$ cat src/rtl/brk_pkg.sv
package brk_pkg;
  localparam int NSRC = 5;
  typedef logic [NSRC-1:0] src_vec_t;

  // source order: 0 cmp0, 1 cmp1, 2 pin0, 3 pin1, 4 system fail
  function automatic src_vec_t edge_mask(input logic [15:0] en);
    return {en[7], en[5], en[4], en[1], en[0]};
  endfunction

  function automatic src_vec_t level_mask(input logic [15:0] en);
    return {en[15], en[13], en[12], en[9], en[8]};
  endfunction

  function automatic logic fail_or(input logic [3:0] cond, input logic [3:0] en);
    return |(cond & en);
  endfunction
endpackage

$ cat src/rtl/brk_sync.sv
module brk_sync #(
  parameter int W = 1
) (
  input  logic         clk,
  input  logic         rst_n,
  input  logic [W-1:0] d_i,
  output logic [W-1:0] q_o
);
  logic [W-1:0] meta;

  always_ff @(posedge clk or negedge rst_n) begin
    if (!rst_n) begin
      meta <= '0;
      q_o  <= '0;
    end else begin
      meta <= d_i;
      q_o  <= meta;
    end
  end
endmodule

$ cat src/rtl/brk_pin_filter.sv
module brk_pin_filter (
  input  logic clk,
  input  logic rst_n,
  input  logic tick_i,
  input  logic pin_i,
  output logic filt_o
);
  logic [1:0] hist;

  always_ff @(posedge clk or negedge rst_n) begin
    if (!rst_n) begin
      hist   <= '0;
      filt_o <= 1'b0;
    end else if (tick_i) begin
      hist <= {hist[0], pin_i};
      if (hist == {pin_i, pin_i}) filt_o <= pin_i;
    end
  end

  // output moves only on a sample tick
  p_filt_on_tick_r7: assert property (@(posedge clk) disable iff (!rst_n)
    (filt_o != $past(filt_o)) |-> $past(tick_i));
  // a new output value was seen on the two previous samples
  p_filt_history_r7: assert property (@(posedge clk) disable iff (!rst_n)
    $rose(filt_o) |-> hist[0]);
endmodule

$ cat src/rtl/pwm_brake_agg.sv
module pwm_brake_agg
  import brk_pkg::*;
#(
  parameter int DIV_W = 8
) (
  input  logic             clk,
  input  logic             rst_n,
  input  logic [1:0]       cmp_i,
  input  logic [1:0]       pin_own_i,
  input  logic [1:0]       pin_peer_i,
  input  logic [1:0]       pin_sel_i,
  input  logic [3:0]       fail_i,
  input  logic [3:0]       fail_en_i,
  input  logic [15:0]      brk_en_i,
  input  logic [DIV_W-1:0] filt_div_i,
  input  logic             sw_edge_i,
  input  logic             sw_level_i,
  input  logic             edge_clr_i,
  output logic             edge_brk_o,
  output logic             level_brk_o,
  output logic [NSRC-1:0]  edge_cause_o,
  output logic             sysfail_o,
  output logic [1:0]       pin_filt_o
);
  localparam int NPIN = 2;
  localparam int SYNC_W = 2 + NPIN + 4;

  logic [NPIN-1:0]  pin_raw;
  logic [1:0]       cmp_s;
  logic [NPIN-1:0]  pin_s;
  logic [3:0]       fail_s;
  logic [DIV_W-1:0] div_cnt;
  logic             samp_tick;
  src_vec_t         src, src_d, rise, lvl_act;
  logic             edge_set;

  for (genvar i = 0; i < NPIN; i++) begin : g_pin
    assign pin_raw[i] = pin_sel_i[i] ? pin_peer_i[i] : pin_own_i[i];
    brk_pin_filter u_filt (
      .clk(clk), .rst_n(rst_n), .tick_i(samp_tick),
      .pin_i(pin_s[i]), .filt_o(pin_filt_o[i])
    );
  end

  brk_sync #(.W(SYNC_W)) u_sync (
    .clk(clk), .rst_n(rst_n),
    .d_i({fail_i, pin_raw, cmp_i}),
    .q_o({fail_s, pin_s, cmp_s})
  );

  assign samp_tick = (div_cnt >= filt_div_i);
  always_ff @(posedge clk or negedge rst_n) begin
    if (!rst_n) div_cnt <= '0;
    else        div_cnt <= samp_tick ? '0 : div_cnt + 1'b1;
  end

  assign sysfail_o = fail_or(fail_s, fail_en_i);
  assign src       = {sysfail_o, pin_filt_o, cmp_s};
  assign rise      = src & ~src_d & edge_mask(brk_en_i);
  assign lvl_act   = src & level_mask(brk_en_i);
  assign edge_set  = (|rise) | sw_edge_i;

  always_ff @(posedge clk or negedge rst_n) begin
    if (!rst_n) begin
      src_d        <= '0;
      edge_brk_o   <= 1'b0;
      edge_cause_o <= '0;
      level_brk_o  <= 1'b0;
    end else begin
      src_d       <= src;
      level_brk_o <= (|lvl_act) | sw_level_i;
      if (edge_set)        edge_brk_o <= 1'b1;
      else if (edge_clr_i) edge_brk_o <= 1'b0;
      edge_cause_o <= edge_clr_i ? rise : (edge_cause_o | rise);
    end
  end

  // a latched brake survives unless cleared
  p_edge_hold_r4: assert property (@(posedge clk) disable iff (!rst_n)
    (edge_brk_o && !edge_clr_i) |=> edge_brk_o);
  // clear without a new set drops the brake
  p_edge_clear_r4: assert property (@(posedge clk) disable iff (!rst_n)
    (edge_clr_i && !edge_set) |=> !edge_brk_o);
  // software edge strobe always latches
  p_sw_edge_r8: assert property (@(posedge clk) disable iff (!rst_n)
    sw_edge_i |=> edge_brk_o);
  // no active level source means no level brake next cycle
  p_level_off_r3: assert property (@(posedge clk) disable iff (!rst_n)
    (lvl_act == '0 && !sw_level_i) |=> !level_brk_o);
  // any cause flag implies a latched brake
  p_cause_implies_brk_r9: assert property (@(posedge clk) disable iff (!rst_n)
    (edge_cause_o != '0) |-> edge_brk_o);
endmodule

$ cat config.mk
export PLATFORM = sky130hd
export DESIGN_NAME = pwm_brake_agg
export DESIGN_NICKNAME = d
export VERILOG_FILES = /design/src/rtl/brk_pkg.sv /design/src/rtl/brk_sync.sv /design/src/rtl/brk_pin_filter.sv /design/src/rtl/pwm_brake_agg.sv
export SDC_FILE = /design/constraint.sdc
export NUM_CORES = 1
export LEC_CHECK = 0
export BUFFER_PORTS_ARGS = -buffer_cell sky130_fd_sc_hd__buf_2
export CAP_MARGIN = 40
export CORE_MARGIN = 8
export CORE_UTILIZATION = 40
export CTS_BUF_LIST = sky130_fd_sc_hd__clkbuf_8
export CTS_CLUSTER_SIZE = 20
export DETAILED_ROUTE_END_ITERATION = 16
export PLACE_DENSITY = 0.65
export REMOVE_ABC_BUFFERS = 1
export SKIP_LAST_GASP = 1
export SYNTH_ARGS = -nofsm -noshare
export SYNTH_HDL_FRONTEND = slang
export SYNTH_HIERARCHICAL = 1
export SYNTH_SLANG_ARGS = --single-unit
$ cat constraint.sdc
create_clock -name clk -period 2.25 [get_ports clk]
set_input_delay 0 -clock clk [delete_from_list [all_inputs] [get_ports clk]]
set_output_delay 0 -clock clk [all_outputs]
set_load 0.02 [all_outputs]
# --- Yosys cells after proc, flatten, opt, wreduce, memory -nomap -nowiden ---
# Index checks and enable logic that the tools add are counted.
word_totals:
  romBits: 0
  wordCells: 35
  latch_bits: 0
  ramBits: 0
  ff_bits: 42
  in_bits: 45
  out_inout_bits: 10
  n_memories: 0
op_classes:
  reduce_logical: 6
  eq_ne: 2
  order_cmp: 1
  n_mux: 6
  multipliers: 0
  bitwise_logic: 8
  add_sub_neg: 1
  shifts: 0
  div_mod_pow: 0
ops:
  columns: ["op", "count"]
  rows:
  - ["AND 5 bit", 3]
  - ["OR reduction 5 bit", 2]
  - ["adder 8 x 1 -> 8 bit (second input constant)", 1]
  - [">= comparator 8 bit", 1]
  - ["2-to-1 mux 8 bit", 1]
  - ["2-to-1 mux 5 bit", 1]
  - ["inverter 5 bit", 1]
  - ["bitwise OR 5 bit", 1]
  - ["AND 4 bit", 1]
  - ["equality test 2 bit", 2]
  - ["2-to-1 mux 1 bit", 4]
  - ["AND reduction 2 bit", 2]
  - ["OR reduction 4 bit", 1]
  - ["bitwise OR 1 bit", 2]
  - ["nonzero test 2 bit", 1]

# --- Logic depth before layout (Yosys ltp) ---
depth:
  word_depth: 7
  mapped_depth: 8

# --- Cells and area by module ---
# Netlist, hierarchy kept.
modules_own_cells:
  columns: ["mod", "area_each_um2", "instances", "cells_each"]
  rows:
  - ["pwm_brake_agg", 1078.5, 1, 101]
  - ["brk_sync", 400.4, 1, 16]
  - ["brk_pin_filter", 136.4, 2, 10]

# --- Least setup slack after synthesis ---
# OpenSTA, ideal clock, no wires.
synth_path:
  path_type: "flip-flop to flip-flop"
  start: "register div_cnt[2]"
  end: "register g_pin[0].u_filt.hist[0]"
  path_buffers: 0
  period_less_slack_ns: 1.972
  slack_ns: 0.278
  arrival_time_ns: 1.845
  path_stages_with_launch: 7
  setup_ns: 0.128
  cell_sequence: "dfrtp_1 -> ha_1 -> and3_1 -> o21ai_2 -> a31oi_4 -> nand2b_1 -> mux2_1"
synth_via:
  elab_chain_cells: 1
synth_lines:
  columns: ["element", "line", "rtl"]
  rows:
  - ["start, declared", "pwm_brake_agg.sv:32", "logic [DIV_W-1:0] div_cnt;"]
  - ["start signal, assigned", "pwm_brake_agg.sv:54", "else div_cnt <= samp_tick ? '0 : div_cnt + 1'b1;"]
  - [">= comparator 8 bit", "pwm_brake_agg.sv:51", "assign samp_tick = (div_cnt >= filt_div_i);"]
  - ["via samp_tick", "pwm_brake_agg.sv:33", "logic samp_tick;"]
  - ["end signal, assigned", "brk_pin_filter.sv:15", "hist <= {hist[0], pin_i};"]
  - ["end, declared", "brk_pin_filter.sv:8", "logic [1:0] hist;"]
# The timed path passes the listed nets, and every way through them passes these cells.
# A chain may end at the register's enable or synchronous reset.

# --- Final worst setup path ---
layout_path:
  start: "register div_cnt[2]"
  end: "register g_pin[0].u_filt.hist[1]"
# The elaborated chain is that of the path after synthesis.

==> results.sh <==
export IMPL_grt_pass1_vias=1404
export IMPL_grt_overflow=0
export IMPL_cts_inserted_buffers=5
export IMPL_holdCritPathClass="in -> reg"
export IMPL_finalCritPeriodShare_pct=93.34
export IMPL_worst_pin_slew_ps=364.4
export IMPL_root_buffer="clkbuf_8"
export IMPL_finalHoldViolations=0
export IMPL_worst_ep_arrival_time_ps=2270
export IMPL_hold_depth=3
export IMPL_io_pins=55
export IMPL_max_vdd_ir_drop_mv=0.3949
export IMPL_switchingPower_w=0.0006465
export IMPL_grt_setup_unrepaired="no"
export IMPL_yosysSeqAreaShare_pct=60.00
export IMPL_drive_gt1_share_pct=34.43
export IMPL_path_clk_slew_ps=70
export IMPL_die_h_um=82.18
export IMPL_vias=1279
export IMPL_cts_tree="done"
export IMPL_place_area_um2=2085
export IMPL_post_dp_hpwl_mm=2.854
export IMPL_crit_start="div_cnt[2]"
export IMPL_die_width_um=82.18
export IMPL_grt_max_degree=33
export IMPL_period_minus_slack_ps=2100
export IMPL_timing_setup_tns_ps=0
export IMPL_p_leak_nw=1.156
export IMPL_htreeDepth=2
export IMPL_wire_per_inst_um=14.04
export IMPL_drt_iter0_drc=48
export IMPL_ff2ff_path_depth=6
export IMPL_viasPerCell=4.845
export IMPL_clock_latency_ps=290
export IMPL_ys_types=30
export IMPL_power_density_nw_per_um2=874.3
export IMPL_antenna_left=0
export IMPL_diodes=0
export IMPL_r2r_start="div_cnt[2]"
export IMPL_fp_dieArea_um2=6753
export IMPL_total_power_w=0.002053
export IMPL_max_slew_margin_rel_pct=75.08
export IMPL_crit_type="reg -> reg"
export IMPL_synth_seq_cells=42
export IMPL_clockBufferDepth=2
export IMPL_place_congestion=0.8159
export IMPL_fin_skew_ps=3.974
export IMPL_drv_slew=0
export IMPL_grt_pass1_wl_mm=6.099
export IMPL_p_sw_share_pct=31.49
export IMPL_fin_nets=265
export IMPL_antenna_found_initial=0
export IMPL_coreArea_um2=4294
export IMPL_post_cts_buffers=0
export IMPL_drc=0
export IMPL_rows=24
export IMPL_hold_start="brk_en_i[5]"
export IMPL_drt_total_wl_mm=3.706
export IMPL_p_clk_share_pct=23.5
export IMPL_netlist_area_um2=1752
export IMPL_netlist_instances=137
export IMPL_maxCapViolCount=0
export IMPL_dr_pass1_iters=4
export IMPL_yosysWarnings=6
export IMPL_critPathMaxFanout=9
export IMPL_cts_sinks=42
export IMPL_end_kind="flop"
export IMPL_portBuffers=48
export IMPL_p_int_w=0.001407
export IMPL_start_kind="flop"
export IMPL_avgSynthCellArea_um2=12.79
export IMPL_p_comb_share_pct=26.9
export IMPL_status="completed"
export IMPL_fmax_ghz=0.4762
export IMPL_initial_utilization_pct=40.79
export IMPL_setup_viol=0
export IMPL_syn2layout_area_growth_pct=34.07
export IMPL_sequentialPowerShare_pct=49.6
export IMPL_cp_required_ps=2420
export IMPL_track_usage_pct=11.88
export IMPL_design_area_um2=2349
-- logic make-up (layout without fill, tap and decap cells) --
logic type	after synthesis	in the layout	share of synthesized area (%)
buf+inv	15	90	3.214
xor+xnor	6	6	3.000
fa+ha+maj	9	9	6.429
compound gates	19	19	9.929
flops	42	42	60.00
mux	6	6	3.857
simple gates	40	40	13.57
-- final cells by class --
type | count | area (µm²)
sequential | 42 | 1051
timing repair buffer | 67 | 437.9
tap | 52 | 65.06
clock buffer | 6 | 82.58
inverter | 15 | 56.30
clock inverter | 2 | 8.758
fill | 354 | 1946
multi-input combinational | 80 | 646.9
-- worst max-delay path, stage by stage, from the launching register on --
cell and delay, ps:
dfrtp_1 440, ha_1 330, and3_1 170, o21ai_2 70, a31oi_4 350, nand2b_2 280, mux2_1 340
-- state kept, by name, indices dropped and copies added (netlist names) --
signal / cells
div_cnt: 8
edge_brk_o: 1
edge_cause_o: 5
g_pin.u_filt/filt_o: 2
g_pin.u_filt/hist: 4
level_brk_o: 1
src_d: 5
u_sync/meta: 8
u_sync/q_o: 8
-- metal layers --
layer	up-vias	share of wire, %	global-route usage, %
met3	6	8.9	4.870
met1	606	41	12.32
met2	46	48	20.92
li1	621	-	-
met4	0	1.5	4.737
met5	-	0	0
-- per-stage QoR --
stage / util [%] / hold WS, ps / instances / setup WS, ps
after floorplan: - / -295.6 / 137 / 277.6
after global placement: 48.08 / 107.7 / 238 / 150.7
after detailed placement: 48.54 / -104.3 / 239 / 74.28
after CTS: 54.63 / 5.623 / 264 / 62.92
after global routing: 54.69 / 12.52 / 264 / 52.28
final: 54.69 / 5.369 / 264 / 149.9
-- cells in the final DEF, fill, tap and decap left out, types with 3 or more instances in the layout --
cell,netlist,routed
nand3_1,5,5
xnor2_1,5,5
clkbuf_8,0,6
nor2_1,7,7
buf_2,0,48
nor3b_2,6,6
inv_1,15,16
ha_1,9,9
dfrtp_1,42,42
nand4_1,3,3
nand2_1,13,13
dlygate4sd3_1,0,17
o211ai_2,3,3
mux2_1,4,4
-- final timing paths --
kind                            slack [ps]                      end
max in group asynchronous             1690            u_sync/q_o[7]
worst min-delay path                     5          edge_cause_o[3]
worst max register to register         150  g_pin[0].u_filt/hist[1]
min in group asynchronous              120               div_cnt[2]
worst max-delay path                   150  g_pin[0].u_filt/hist[1]
worst min register to register         350            u_sync/q_o[5]
-- power by group through the flow --
stage / registers [W] / clock network [W] / logic (W)
6_report: 0.00102 / 0.000482 / 0.000553
5_1_grt: 0.00104 / 0.000552 / 0.000622
4_1_cts: 0.00102 / 0.000502 / 0.000562
3_5_place_dp: 0.00103 / 0 / 0.000536
3_3_place_gp: 0.00102 / 0 / 0.000491
2_1_floorplan: 0.00103 / 0 / 0.000357
-- cell usage after synthesis, drive strengths merged --
library cell / n / area, µm²
nor2: 7 / 26.28
xnor2: 5 / 43.79
a41o: 1 / 10.01
dfrtp: 42 / 1051
a22oi: 2 / 15.01
nand3: 5 / 25.02
a222oi: 1 / 10.01
a31oi: 1 / 21.27
nand3b: 2 / 15.01
mux2: 6 / 67.56
a21oi: 2 / 13.76
xor2: 1 / 8.760
ha: 9 / 112.6
nand2: 13 / 48.80
o211ai: 3 / 37.54
nor3b: 6 / 75.07
nor3: 1 / 10.01
o21ai: 3 / 18.77
a21o: 2 / 15.01
and3: 1 / 6.260
inv: 15 / 56.30
a2111oi: 1 / 8.760
o2bb2ai: 2 / 17.52
nand4: 3 / 18.77
nor2b: 1 / 6.260
nand2b: 1 / 6.260
o22ai: 1 / 6.260
-- what timing repair did --
item                                   4_1_cts  5_1_grt
setup endpoints to repair                    0        5
resized for setup                            0        1
hold buffers                                17        0
endpoints found under the hold margin       56        0
(Power assumes the default switching activity.)
